## src/rtl/seq_pkg.sv

```systemverilog
package seq_pkg;

  typedef enum logic [1:0] {
    ST_OFF  = 2'd0,
    ST_HOLD = 2'd1,
    ST_RAMP = 2'd2,
    ST_RUN  = 2'd3
  } seqState_t;

  // control-to-datapath strobes
  typedef struct packed {
    logic dischClr;
    logic dischInc;
    logic rampClr;
    logic rampInc;
    logic pgEval;
  } seqStrobe_t;

endpackage

```

## src/rtl/seq_datapath.sv

```systemverilog
module seq_datapath
  import seq_pkg::*;
#(
  parameter int DISCH_CYCLES = 256,
  parameter int RAMP_CYCLES  = 35000,
  parameter int LIM_STEPS    = 8,
  localparam int CODE_W      = $clog2(LIM_STEPS + 1)
) (
  input  logic              clk,
  input  logic              rstN,
  input  seqStrobe_t        strb,
  input  logic              thermHot,
  input  logic              thermCool,
  input  logic              fbAbovePgRise,
  input  logic              fbBelowPgFall,
  output logic              dischDone,
  output logic              rampLast,
  output logic              thermLatched,
  output logic [CODE_W-1:0] sinkLimCode,
  output logic              pgood
);

  localparam int STEP_CYCLES = (RAMP_CYCLES / LIM_STEPS > 0) ? RAMP_CYCLES / LIM_STEPS : 1;
  localparam int STEP_W      = (STEP_CYCLES > 1) ? $clog2(STEP_CYCLES) : 1;
  localparam int DISCH_W     = (DISCH_CYCLES > 1) ? $clog2(DISCH_CYCLES) : 1;

  logic [DISCH_W-1:0] dischCnt;
  logic [STEP_W-1:0]  stepCnt;
  logic [CODE_W-1:0]  limCode;
  logic               stepWrap;

  // discharge interval counter
  always_ff @(posedge clk or negedge rstN) begin
    if (!rstN)              dischCnt <= '0;
    else if (strb.dischClr) dischCnt <= '0;
    else if (strb.dischInc) dischCnt <= dischCnt + 1'b1;
  end

  assign dischDone = (dischCnt == DISCH_W'(DISCH_CYCLES - 1));

  // sink-limit ramp: one code step per STEP_CYCLES cycles
  assign stepWrap = (stepCnt == STEP_W'(STEP_CYCLES - 1));
  assign rampLast = stepWrap && (limCode == CODE_W'(LIM_STEPS - 1));

  always_ff @(posedge clk or negedge rstN) begin
    if (!rstN) begin
      stepCnt <= '0;
      limCode <= '0;
    end else if (strb.rampClr) begin
      stepCnt <= '0;
      limCode <= '0;
    end else if (strb.rampInc) begin
      if (stepWrap) begin
        stepCnt <= '0;
        limCode <= limCode + 1'b1;
      end else begin
        stepCnt <= stepCnt + 1'b1;
      end
    end
  end

  assign sinkLimCode = limCode;

  // power-good hysteresis, fall comparator has priority
  always_ff @(posedge clk or negedge rstN) begin
    if (!rstN)             pgood <= 1'b0;
    else if (!strb.pgEval) pgood <= 1'b0;
    else if (fbBelowPgFall) pgood <= 1'b0;
    else if (fbAbovePgRise) pgood <= 1'b1;
  end

  // thermal trip latch, released by the cool-down flag
  always_ff @(posedge clk or negedge rstN) begin
    if (!rstN)          thermLatched <= 1'b0;
    else if (thermHot)  thermLatched <= 1'b1;
    else if (thermCool) thermLatched <= 1'b0;
  end

endmodule

```

## src/rtl/seq_control.sv

```systemverilog
module seq_control
  import seq_pkg::*;
(
  input  logic       clk,
  input  logic       rstN,
  input  logic       enable,
  input  logic       uvloActive,
  input  logic       thermHot,
  input  logic       thermLatched,
  input  logic       restartReq,
  input  logic       rampAboveFb,
  input  logic       rampAtForce,
  input  logic       dischDone,
  input  logic       rampLast,
  output seqStrobe_t strb,
  output logic       switchEn,
  output logic       ssDischarge
);

  seqState_t state;
  seqState_t stateNext;
  logic      fault;

  assign fault = !enable || uvloActive || thermHot || thermLatched || restartReq;

  always_comb begin
    stateNext = state;
    if (fault) begin
      stateNext = ST_OFF;
    end else begin
      unique case (state)
        ST_OFF:  if (dischDone) stateNext = ST_HOLD;
        ST_HOLD: if (rampAboveFb || rampAtForce) stateNext = ST_RAMP;
        ST_RAMP: if (rampLast) stateNext = ST_RUN;
        ST_RUN:  stateNext = ST_RUN;
        default: stateNext = ST_OFF;
      endcase
    end
  end

  always_ff @(posedge clk or negedge rstN) begin
    if (!rstN) state <= ST_OFF;
    else       state <= stateNext;
  end

  always_comb begin
    strb.dischClr = fault || (state != ST_OFF);
    strb.dischInc = !fault && (state == ST_OFF);
    strb.rampClr  = fault || (state == ST_OFF) || (state == ST_HOLD);
    strb.rampInc  = !fault && (state == ST_RAMP);
    strb.pgEval   = !fault && ((state == ST_RAMP) || (state == ST_RUN));
  end

  assign switchEn    = (state == ST_RAMP) || (state == ST_RUN);
  assign ssDischarge = (state == ST_OFF);

endmodule

```

## src/rtl/startup_sequencer.sv

```systemverilog
module startup_sequencer
  import seq_pkg::*;
#(
  parameter int DISCH_CYCLES = 256,
  parameter int RAMP_CYCLES  = 35000,
  parameter int LIM_STEPS    = 8,
  localparam int CODE_W      = $clog2(LIM_STEPS + 1)
) (
  input  logic              clk,
  input  logic              rstN,
  input  logic              enable,
  input  logic              uvloActive,
  input  logic              thermHot,
  input  logic              thermCool,
  input  logic              restartReq,
  input  logic              rampAboveFb,
  input  logic              rampAtForce,
  input  logic              fbAbovePgRise,
  input  logic              fbBelowPgFall,
  output logic              switchEn,
  output logic [CODE_W-1:0] sinkLimCode,
  output logic              ssDischarge,
  output logic              pgoodPullDown
);

  seqStrobe_t strb;
  logic       dischDone;
  logic       rampLast;
  logic       thermLatched;
  logic       pgood;

  seq_control uCtrl (
    .clk          (clk),
    .rstN         (rstN),
    .enable       (enable),
    .uvloActive   (uvloActive),
    .thermHot     (thermHot),
    .thermLatched (thermLatched),
    .restartReq   (restartReq),
    .rampAboveFb  (rampAboveFb),
    .rampAtForce  (rampAtForce),
    .dischDone    (dischDone),
    .rampLast     (rampLast),
    .strb         (strb),
    .switchEn     (switchEn),
    .ssDischarge  (ssDischarge)
  );

  seq_datapath #(
    .DISCH_CYCLES (DISCH_CYCLES),
    .RAMP_CYCLES  (RAMP_CYCLES),
    .LIM_STEPS    (LIM_STEPS)
  ) uData (
    .clk           (clk),
    .rstN          (rstN),
    .strb          (strb),
    .thermHot      (thermHot),
    .thermCool     (thermCool),
    .fbAbovePgRise (fbAbovePgRise),
    .fbBelowPgFall (fbBelowPgFall),
    .dischDone     (dischDone),
    .rampLast      (rampLast),
    .thermLatched  (thermLatched),
    .sinkLimCode   (sinkLimCode),
    .pgood         (pgood)
  );

  assign pgoodPullDown = !pgood;

endmodule

```

## config.mk

```make
export PLATFORM = sky130hd
export DESIGN_NAME = startup_sequencer
export DESIGN_NICKNAME = d
export VERILOG_FILES = /design/src/rtl/seq_pkg.sv /design/src/rtl/seq_datapath.sv /design/src/rtl/seq_control.sv /design/src/rtl/startup_sequencer.sv
export SDC_FILE = /design/constraint.sdc
export NUM_CORES = 1
export LEC_CHECK = 0
export BUFFER_PORTS_ARGS = -buffer_cell sky130_fd_sc_hd__buf_4
export CORE_MARGIN = 1.5
export CORE_UTILIZATION = 55
export CTS_BUF_LIST = sky130_fd_sc_hd__clkbuf_8
export CTS_CLUSTER_DIAMETER = 150
export DETAILED_ROUTE_END_ITERATION = 8
export PLACE_DENSITY = 0.73
export SLEW_MARGIN = 30
export SYNTH_ARGS = -nofsm -noshare
export SYNTH_HDL_FRONTEND = slang
export SYNTH_SLANG_ARGS = --single-unit
export TNS_END_PERCENT = 30
```

## constraint.sdc

```tcl
create_clock -name clk -period 2.21 [get_ports clk]
set_clock_uncertainty 0.05 [all_clocks]
set_input_delay 0.221 -clock clk [delete_from_list [all_inputs] [get_ports clk]]
set_output_delay 0.221 -clock clk [all_outputs]
set_load 0.1 [all_outputs]
```

==> impl_metrics.csv, run 1 <==
group,metric,value,unit
outcome,status,"finished clean",
power,p_leak,0.793,nW
floorplan,die-height,56.0,µm
timing,grt_setup_unrepaired,"no",
route,wl,3140,µm
clock_network,cts_tree,"yes",
placement,numPortBuffers,17,
route,drc_errors,0,
floorplan,die_w,56.0,µm
min_path,hold_path_startpoint,"fbBelowPgFall",
clock_network,cts_post_setup_buffers_inserted,0,
global_routing,antenna_found_initial,0,
critical_path,slowest_stage,"dfrtp_1",
critical_path,r2r_cells,6,
route,route.vias.total,1281,
cells_and_area,final_nets,194,
route,wl_per_cell,14.9,µm
synthesis,syn_area_per_cell,9.86,µm²
critical_path,r2r-start,"uData.stepCnt[0]$_DFFE_PN0P_",
power,seqPwrFrac,50.7,%
floorplan,fp-row-count,19,
floorplan,initial_utilization,57.1,%
clock_network,clock_latency,0.29,ns
synthesis,synth_cells,157,
route,viasPerCell,6.07,
critical_path,r2r-end,"uData.stepCnt[12]$_DFFE_PN0P_",
synthesis,synth_edf_count,0,
clock_network,cts.htree.levels,2,
route,ant_nets,0,
critical_path,cp_data_arrival_time,1.95,ns
global_routing,grt_max_degree,30,
clock_network,clkTransAtPathRegs,0.06,ns
critical_path,rrSetupSlack,0.39,ns
cells_and_area,insertedDiodeCount,0,
min_path,hp-class,"input pin to register",
placement,place_ws,0.394,ns
power,p_comb_share,3.0,%
synthesis,synth_top_area_cell,"dfrtp_1",
route,dr.pass1.iters,4,
timing,fin_setup_tns,0,ns
timing,post-route-period-util,82.6,%
timing,setup_viol,0,
cells_and_area,layoutNonFillerInstCount,211,
critical_path,cp-start-kind,"register",
critical_path,crit_required,2.33,ns
power,power.switching,0.224,mW
cells_and_area,seq_area,726,µm²
job,max-cap-violations,0,
clock_network,clockBufferDepth,2,
power,p_int,0.829,mW
synthesis,synth_flop_cell,"dfrtp_1",
timing,fmax,548,MHz
critical_path,path_class,"register to register",
placement,dp.cells,202,
synthesis,ys_types,40,
timing,relSlewSlack,72.5,%
critical_path,end_kind,"register",
floorplan,ios,18,
clock_network,clockRootBuffer,"clkbuf_8",
synthesis,ys_seq_area_share,46.9,%
placement,dp_hpwl,2200,µm
critical_path,max_stage_delay,0.42,ns
critical_path,cp_max_fo,7,
cells_and_area,multi_input_area,771,µm²
floorplan,die-area,0.00314,mm²
route,drtIter0Drc,43,
timing,min_period,1.82,ns
clock_network,cts-buffers-inserted,5,
critical_path,cp_cell_sequence,"inv_1, ha_1, and4b_1, a31oi_4, nand2_1, o311ai_0",
synthesis,syn_area,0.00155,mm²
critical_path,cp_num_buf_inv,1,
power,p_sw_share,21.3,%
timing,finalHoldViolCount,0,
power,ir_drop,0.000593,V
clock_network,cts_sinks,29,
synthesis,ys.warnings.count,0,
global_routing,grt_pass1_vias,1256,
timing,setup_ws,0.386,ns
min_path,hold_path_depth,2,
synthesis,ys_async_sr_fraction,100,%
min_path,whs_endpoint,"uData.pgood$_DFFE_PN0P_",
global_routing,grt_pass1_wl,5350,µm
cells_and_area,drive_gt1_share,17.8,%
cells_and_area,area.growth.synth_to_final,17.3,%
synthesis,synth_area_leaders,"dfrtp_1, nor2_1, nand2_1",
global_routing,grt-ovfl-total,0,
power,clock_power_share,46.2,%
floorplan,coreArea,0.00271,mm²
cells_and_area,fill_cells,215,
synthesis,yosysTopAreaCellShare,46.9,%
synthesis,synth-seq-cells,29,
placement,routabilityCongestion,0.837,
synthesis,synthesis.nets,172,
critical_path,path_delay_family,"compound AO/OA/AOI/OAI gates",
power,powerDensity,580,mW/mm²
global_routing,track_usage,22.7,%
timing,slew_viol_final,0,
timing,worstMarginPinSlew,0.410,ns
## how the worst max path moves through the flow
stage,startpoint,slack (ns),cells after the start,end
floorplan,uCtrl.state[0]$_DFFE_PN0P_,0.21,4,uData.dischCnt[2]$_DFF_PN0_
global placement,uData.stepCnt[0]$_DFFE_PN0P_,0.40,6,uData.stepCnt[12]$_DFFE_PN0P_
detailed placement,uData.stepCnt[0]$_DFFE_PN0P_,0.39,6,uData.sinkLimCode[2]$_DFFE_PN0P_
CTS,uData.stepCnt[0]$_DFFE_PN0P_,0.38,6,uData.sinkLimCode[2]$_DFFE_PN0P_
global route,uData.stepCnt[0]$_DFFE_PN0P_,0.21,6,uData.stepCnt[12]$_DFFE_PN0P_
finish,uData.stepCnt[0]$_DFFE_PN0P_,0.39,6,uData.stepCnt[12]$_DFFE_PN0P_
## metal layers
metal  track usage, %  vias up  part of all wire, %
li1                 -      610                    -
met1             27.3      628                   44
met2             35.1       36                   48
met3             9.53        7                  6.2
met4             11.2        0                  2.2
met5                0        -                    0
## layout by cell type (no fill, tap or decap), types with 3 or more instances in the layout
| cell type | count |
|---|---|
| nand4_1 | 3 |
| inv_1 | 9 |
| nand2_1 | 14 |
| xor2_1 | 3 |
| a21oi_1 | 8 |
| xnor2_1 | 6 |
| nor4_1 | 3 |
| a31oi_1 | 5 |
| buf_4 | 18 |
| clkbuf_8 | 7 |
| o21ai_0 | 6 |
| or3_1 | 4 |
| o31ai_1 | 4 |
| nor3_1 | 4 |
| ha_1 | 4 |
| nand3_1 | 8 |
| or4_1 | 3 |
| nor2_1 | 15 |
| dfrtp_1 | 29 |
## state kept, by name (all words and copies together), names as in the netlist
signal / cells
uData.dischCnt: 8
uData.stepCnt: 13
uData.sinkLimCode: 4
uCtrl.state: 2
uData.pgood: 1
uData.thermLatched: 1
## synth_stat cells, drive strengths merged, types with 3 or more instances
library cell,count
dfrtp,29
nor2,16
nand2,14
inv,9
a21oi,8
nand3,8
a31oi,6
o21ai,6
xnor2,6
ha,4
nor3,4
nor4,4
o31ai,4
or3,4
nand4,3
or4,3
xor2,3
## through the flow
step | area, µm² | hold WS [ns] | util [%] | total power [mW]
floorplan | 1550 | -0.125 | - | 0.548
global placement | 1700 | 0.114 | 62.9 | 0.574
detailed placement | 1700 | 0.113 | 62.9 | 0.575
CTS | 1820 | 0.0354 | 67.0 | 1.06
global route | 1820 | 0.0308 | 67.0 | 1.09
finish | 1820 | 0.0363 | 67.0 | 1.05
## cell type report
class,instances,area share [%]
Multi-Input combinational cell,115,42.5
Sequential cell,29,40.0
Timing Repair Buffer,19,7.99
Clock buffer,7,5.31
Tap cell,31,2.14
Inverter,9,1.86
Clock inverter,1,0.276
## timing repair
action | CTS | global route
hold buffers | 1 | 0
hold endpoints to repair | 29 | 0
endpoints found under the setup margin | 0 | 0
gates resized for setup | 0 | 0
## power groups by stage
stage | Clock [mW] | Sequential, mW | Combinational [mW]
detailed placement | 0 | 0.544 | 0.0311
CTS | 0.496 | 0.534 | 0.0330
finish | 0.487 | 0.534 | 0.0318
global route | 0.517 | 0.534 | 0.0364
global placement | 0 | 0.544 | 0.0307
floorplan | 0 | 0.544 | 0.00455
## logic make-up after synthesis
family          synth area share [%]
compound gates                  14.6
fa+ha+maj                       3.23
mux                            0.647
xor+xnor                        5.09
simple gates                    26.0
buf+inv                         3.48
flops                           46.9
Power figures use the tool's default switching activity.
==> inputs of run 2 (changes only) <==
==> constraint.sdc (replaced) <==
create_clock -name clk -period 1.7 [get_ports clk]
set_clock_uncertainty 0.05 [all_clocks]
set_input_delay 0.17 -clock clk [delete_from_list [all_inputs] [get_ports clk]]
set_output_delay 0.17 -clock clk [all_outputs]
set_load 0.1 [all_outputs]
==> run 2 against run 1 <==
- final cell count is 7.6% higher
- clock power grew 15%
- global-route usage increased by 0.87 points
- utilization grew 4.8 points
- largest cell class unchanged
- worst setup slack got worse by 0.35 ns
- first-iteration DRC count rose by 58%
==> impl_metrics.csv, run 2 (same netlist as run 1, synthesis figures left out) <==
group,metric,value,unit
critical_path,end_kind,"register",
cells_and_area,multi_input_area,783,µm²
power,p_int,1.03,mW
clock_network,cts_tree,"yes",
power,p_leak,0.872,nW
timing,grt_setup_unrepaired,"yes",
route,route.vias.total,1343,
critical_path,cp_data_arrival_time,1.77,ns
global_routing,track_usage,23.6,%
floorplan,fp-row-count,19,
cells_and_area,area.growth.synth_to_final,25.6,%
job,max-cap-violations,0,
cells_and_area,layout_commonest_cell,"buf_4",
route,dr.pass1.iters,4,
route,ant_nets,0,
route,viasPerCell,5.92,
floorplan,die_w,56.0,µm
power,ir_drop,0.000564,V
power,seqPwrFrac,53.4,%
floorplan,die-area,0.00314,mm²
floorplan,initial_utilization,57.1,%
global_routing,grt-ovfl-total,0,
critical_path,cp_cell_sequence,"nor4_4, buf_4, a31oi_4, buf_4, a31oi_1, a31oi_1",
power,power.switching,0.271,mW
cells_and_area,top_register,"uData.stepCnt",
timing,post-route-period-util,98.0,%
cells_and_area,layout_common_cells,"buf_4, dfrtp_1, nor2_1, nand2_1, inv_1",
cells_and_area,seq_area,727,µm²
global_routing,grt_pass1_wl,5670,µm
power,powerDensity,669,mW/mm²
timing,worstMarginPinSlew,0.377,ns
timing,slew_viol_final,0,
power,clock_power_share,43.2,%
outcome,status,"finished clean",
critical_path,slowest_stage,"dfrtp_2",
route,wl,3450,µm
critical_path,max_stage_delay,0.44,ns
clock_network,cts.htree.levels,2,
global_routing,antenna_found_initial,0,
power,power,1.30,mW
cells_and_area,largest_register_ffs,13,
route,drtIter0Drc,68,
power,p_comb_share,3.4,%
cells_and_area,insertedDiodeCount,0,
power,p_sw_share,20.9,%
global_routing,grt_pass1_vias,1241,
critical_path,crit_required,1.81,ns
timing,fin_setup_tns,0,ns
placement,routabilityCongestion,0.873,
timing,fmax,600,MHz
critical_path,cp-start-kind,"register",
floorplan,ios,18,
timing,relSlewSlack,74.6,%
min_path,hp-class,"input pin to register",
clock_network,cts-buffers-inserted,5,
placement,numPortBuffers,17,
timing,finalHoldViolCount,0,
cells_and_area,final_nets,211,
clock_network,cts_sinks,29,
floorplan,coreArea,0.00271,mm²
clock_network,clockBufferDepth,2,
timing,setup_viol,0,
route,wl_per_cell,15.2,µm
global_routing,grt_max_degree,30,
cells_and_area,fill_cells,209,
floorplan,die-height,56.0,µm
clock_network,clockRootBuffer,"clkbuf_8",
critical_path,path_class,"register to register",
critical_path,cp_max_fo,6,
route,drc_errors,0,
placement,dp_hpwl,2420,µm
clock_network,clkTransAtPathRegs,0.06,ns
cells_and_area,drive_gt1_share,25.5,%
timing,min_period,1.67,ns
clock_network,clock_latency,0.28,ns
==> run 2: area by class of cell <==
| type | instances | share of cell area, % |
|---|---|---|
| inverter | 9 | 1.74 |
| multi-input combinational | 115 | 40.3 |
| timing repair buffer | 36 | 14.2 |
| tap | 31 | 1.99 |
| clock inverter | 1 | 0.193 |
| clock buffer | 6 | 4.25 |
| sequential | 29 | 37.4 |
==> run 2: what timing repair did <==
action,in CTS,in global routing
endpoints found under the hold margin,30,0
hold buffers,2,0
pin swaps,1,2
resized for setup,0,4
endpoints found under the setup margin,1,8
setup buffers,1,0
==> run 2: stage by stage <==
step	worst slack (ns)	cells	utilization (%)	hold WS [ns]	instance area [µm²]
2_1_floorplan	-0.187	157	-	-0.176	1560
3_3_place_gp	0.0996	217	67.2	0.0618	1820
3_5_place_dp	0.00901	217	67.2	0.0663	1820
4_1_cts	0.00343	227	71.4	0.0510	1940
5_1_grt	-0.0347	227	71.7	0.0565	1940
6_report	0.0332	227	71.7	0.0564	1940
==> run 2: power groups by stage <==
stage,sequential (mW),combinational [mW],clock (mW)
finish,0.694,0.0446,0.561
global route,0.694,0.0500,0.596
CTS,0.694,0.0460,0.572
detailed placement,0.707,0.0423,0
global placement,0.707,0.0407,0
floorplan,0.707,0.00591,0
==> run 2: worst paths after layout <==
check | start | to | slack [ns] | cells past startpoint
min in group asynchronous | rstN | uData.sinkLimCode[0]$_DFFE_PN0P_ | 0.30 | 2
max in group asynchronous | rstN | uData.stepCnt[10]$_DFFE_PN0P_ | 1.00 | 2
hold reg to reg | uData.dischCnt[0]$_DFF_PN0_ | uData.dischCnt[0]$_DFF_PN0_ | 0.44 | 1
setup reg to reg | uData.stepCnt[10]$_DFFE_PN0P_ | uData.stepCnt[10]$_DFFE_PN0P_ | 0.03 | 6
hold / removal | thermHot | uData.thermLatched$_DFFE_PN0P_ | 0.06 | 2
setup / recovery | uData.stepCnt[10]$_DFFE_PN0P_ | uData.stepCnt[10]$_DFFE_PN0P_ | 0.03 | 6
==> run 2: metal layers <==
metal | up-vias | track usage [%] | share of wire [%]
li1 | 648 | - | -
met1 | 646 | 31.1 | 47
met2 | 45 | 37.3 | 47
met3 | 4 | 6.74 | 5.0
met4 | 0 | 8.50 | 0.99
met5 | - | 0 | 0
==> run 2: critical path: cells and delay by family, from the launching register on <==
| family | cells | cell delay [ns] |
|---|---|---|
| buffers and inverters | 2 | 0.35 |
| DFF | 1 | 0.44 |
| AOI/OAI and AO/OA | 3 | 0.33 |
| and+or+nand+nor | 1 | 0.38 |
==> inputs of run 3 (changes only) <==
--- a/config.mk
+++ b/config.mk
@@ -7,11 +7,11 @@
 export LEC_CHECK = 0
 export BUFFER_PORTS_ARGS = -buffer_cell sky130_fd_sc_hd__buf_4
 export CORE_MARGIN = 1.5
-export CORE_UTILIZATION = 55
+export CORE_UTILIZATION = 40
 export CTS_BUF_LIST = sky130_fd_sc_hd__clkbuf_8
 export CTS_CLUSTER_DIAMETER = 150
 export DETAILED_ROUTE_END_ITERATION = 8
-export PLACE_DENSITY = 0.73
+export PLACE_DENSITY = 0.55
 export SLEW_MARGIN = 30
 export SYNTH_ARGS = -nofsm -noshare
 export SYNTH_HDL_FRONTEND = slang
==> run 3 against run 2 <==
- final cell count rose by 5.7%
- sequential share of layout area fell by 0.12 points
- clock power rose by 2%
- combinational power barely moved
- fmax rose by 2.7%
- first-iteration DRC count rose by 21%
- routed wire length fell by 5.5%
- count of clock-buffer cells in the layout did not move
- hold slack got worse by 0.0044 ns
==> impl_metrics.csv, run 3 (same netlist as run 1, synthesis figures left out) <==
group,metric,value,unit
outcome,status,"finished clean",
floorplan,die-height,65.2,µm
placement,dp.cells,230,
power,ir_drop,0.000468,V
floorplan,ios,18,
global_routing,grt_pass1_vias,1215,
route,dr.pass1.iters,4,
clock_network,cts-buffers-inserted,5,
floorplan,coreArea,0.00369,mm²
cells_and_area,area.growth.synth_to_final,26.0,%
critical_path,slowest_stage,"dfrtp_1",
timing,min_period,1.62,ns
cells_and_area,largest_register_ffs,13,
clock_network,cts.htree.levels,2,
route,drtIter0Drc,82,
placement,routabilityCongestion,0.902,
clock_network,cts_sinks,29,
global_routing,grt_max_degree,30,
timing,fmax,616,MHz
global_routing,grt_pass1_wl,5720,µm
critical_path,cp_max_fo,5,
timing,worstMarginPinSlew,0.376,ns
clock_network,cts_tree,"yes",
cells_and_area,multi_input_area,798,µm²
critical_path,path_class,"register to register",
cells_and_area,top_register,"uData.stepCnt",
route,route.vias.total,1269,
critical_path,path_delay_family,"simple AND/OR/NAND/NOR gates",
clock_network,clockBufferDepth,2,
floorplan,die-area,0.00425,mm²
timing,setup_viol,0,
timing,post-route-period-util,95.5,%
route,wl,3260,µm
timing,slew_viol_final,0,
route,viasPerCell,5.29,
cells_and_area,final_nets,207,
job,max-cap-violations,0,
cells_and_area,insertedDiodeCount,0,
critical_path,cp_data_arrival_time,1.78,ns
placement,numPortBuffers,17,
cells_and_area,seq_area,727,µm²
cells_and_area,layout_common_cells,"buf_4, dfrtp_1, nor2_1, nand2_1, inv_1",
cells_and_area,layout_commonest_cell,"buf_4",
route,wl_per_cell,13.6,µm
floorplan,fp-row-count,22,
critical_path,max_stage_delay,0.38,ns
timing,relSlewSlack,75.0,%
timing,finalHoldViolCount,0,
cells_and_area,finalInstanceArea,0.00195,mm²
route,drc_errors,0,
cells_and_area,drive_gt1_share,25.5,%
cells_and_area,layoutNonFillerInstCount,240,
clock_network,clkTransAtPathRegs,0.06,ns
critical_path,rrSetupSlack,0.08,ns
timing,grt_setup_unrepaired,"yes",
cells_and_area,fill_cells,354,
critical_path,end_kind,"register",
route,ant_nets,0,
clock_network,clock_latency,0.28,ns
global_routing,antenna_found_initial,0,
critical_path,crit_required,1.86,ns
placement,placed_area,0.00181,mm²
floorplan,initial_utilization,42.0,%
critical_path,cp-start-kind,"register",
floorplan,die_w,65.2,µm
placement,dp_hpwl,2390,µm
global_routing,grt-ovfl-total,0,
power,p_leak,0.855,nW
power,powerDensity,672,mW/mm²
min_path,hp-class,"input pin to register",
clock_network,clockRootBuffer,"clkbuf_8",
critical_path,cp_num_buf_inv,1,
critical_path,cp_cell_sequence,"inv_1, ha_1, and4b_2, nand4b_4, or3_4, a21oi_2",
global_routing,track_usage,17.7,%
timing,hold_ws,0.0521,ns
run 3: changes by cell type in the layout (fill, tap and decap cells not counted), sizes merged:
cell and delta:
buf -4
run 3: worst paths after layout:
check | start | end | cells after the start
setup / recovery | uData.stepCnt[0]$_DFFE_PN0P_ | uData.sinkLimCode[3]$_DFFE_PN0P_ | 6
hold / removal | thermHot | uData.thermLatched$_DFFE_PN0P_ | 2
setup reg to reg | uData.stepCnt[0]$_DFFE_PN0P_ | uData.sinkLimCode[3]$_DFFE_PN0P_ | 6
hold reg to reg | uData.dischCnt[0]$_DFF_PN0_ | uData.dischCnt[0]$_DFF_PN0_ | 1
max in group asynchronous | rstN | uData.stepCnt[10]$_DFFE_PN0P_ | 2
min in group asynchronous | rstN | uData.stepCnt[11]$_DFFE_PN0P_ | 2
run 3: what timing repair did:
action | CTS | global route
endpoints found under the hold margin | 30 | 0
endpoints found under the setup margin | 1 | 12
hold buffers | 2 | 0
setup buffers | 0 | 1
resized for setup | 1 | 8
cloned | 0 | 0
pin swaps | 0 | 4
run 3: cell type report:
type	instances	area share, %
multi-input combinational	115	40.9
sequential	29	37.3
timing repair buffer	32	12.6
clock buffer	6	4.23
tap	48	3.08
inverter	9	1.73
clock inverter	1	0.192
run 3: power breakdown:
group	total, mW	switching, mW	internal [mW]
logic	0.0448	0.0224	0.0224
registers	0.694	0.00199	0.692
clock network	0.572	0.257	0.314
run 3: metrics by stage:
stage	setup WS, ns	setup TNS [ns]	power, mW	util, %
2_1_floorplan	-0.187	-0.277	0.713	-
3_3_place_gp	0.0398	0	0.748	49.2
3_5_place_dp	0.0133	0	0.749	49.2
4_1_cts	0.00604	0	1.32	52.1
5_1_grt	-0.0159	-0.0334	1.35	52.9
6_report	0.0773	0	1.31	52.9
run 3: layer usage:
metal,GRT usage (%),vias to the layer above,wire [µm]
li1,-,638,-
met1,23.1,605,1540
met2,27.6,20,1540
met3,5.48,6,117
met4,6.77,0,56
met5,0,-,0
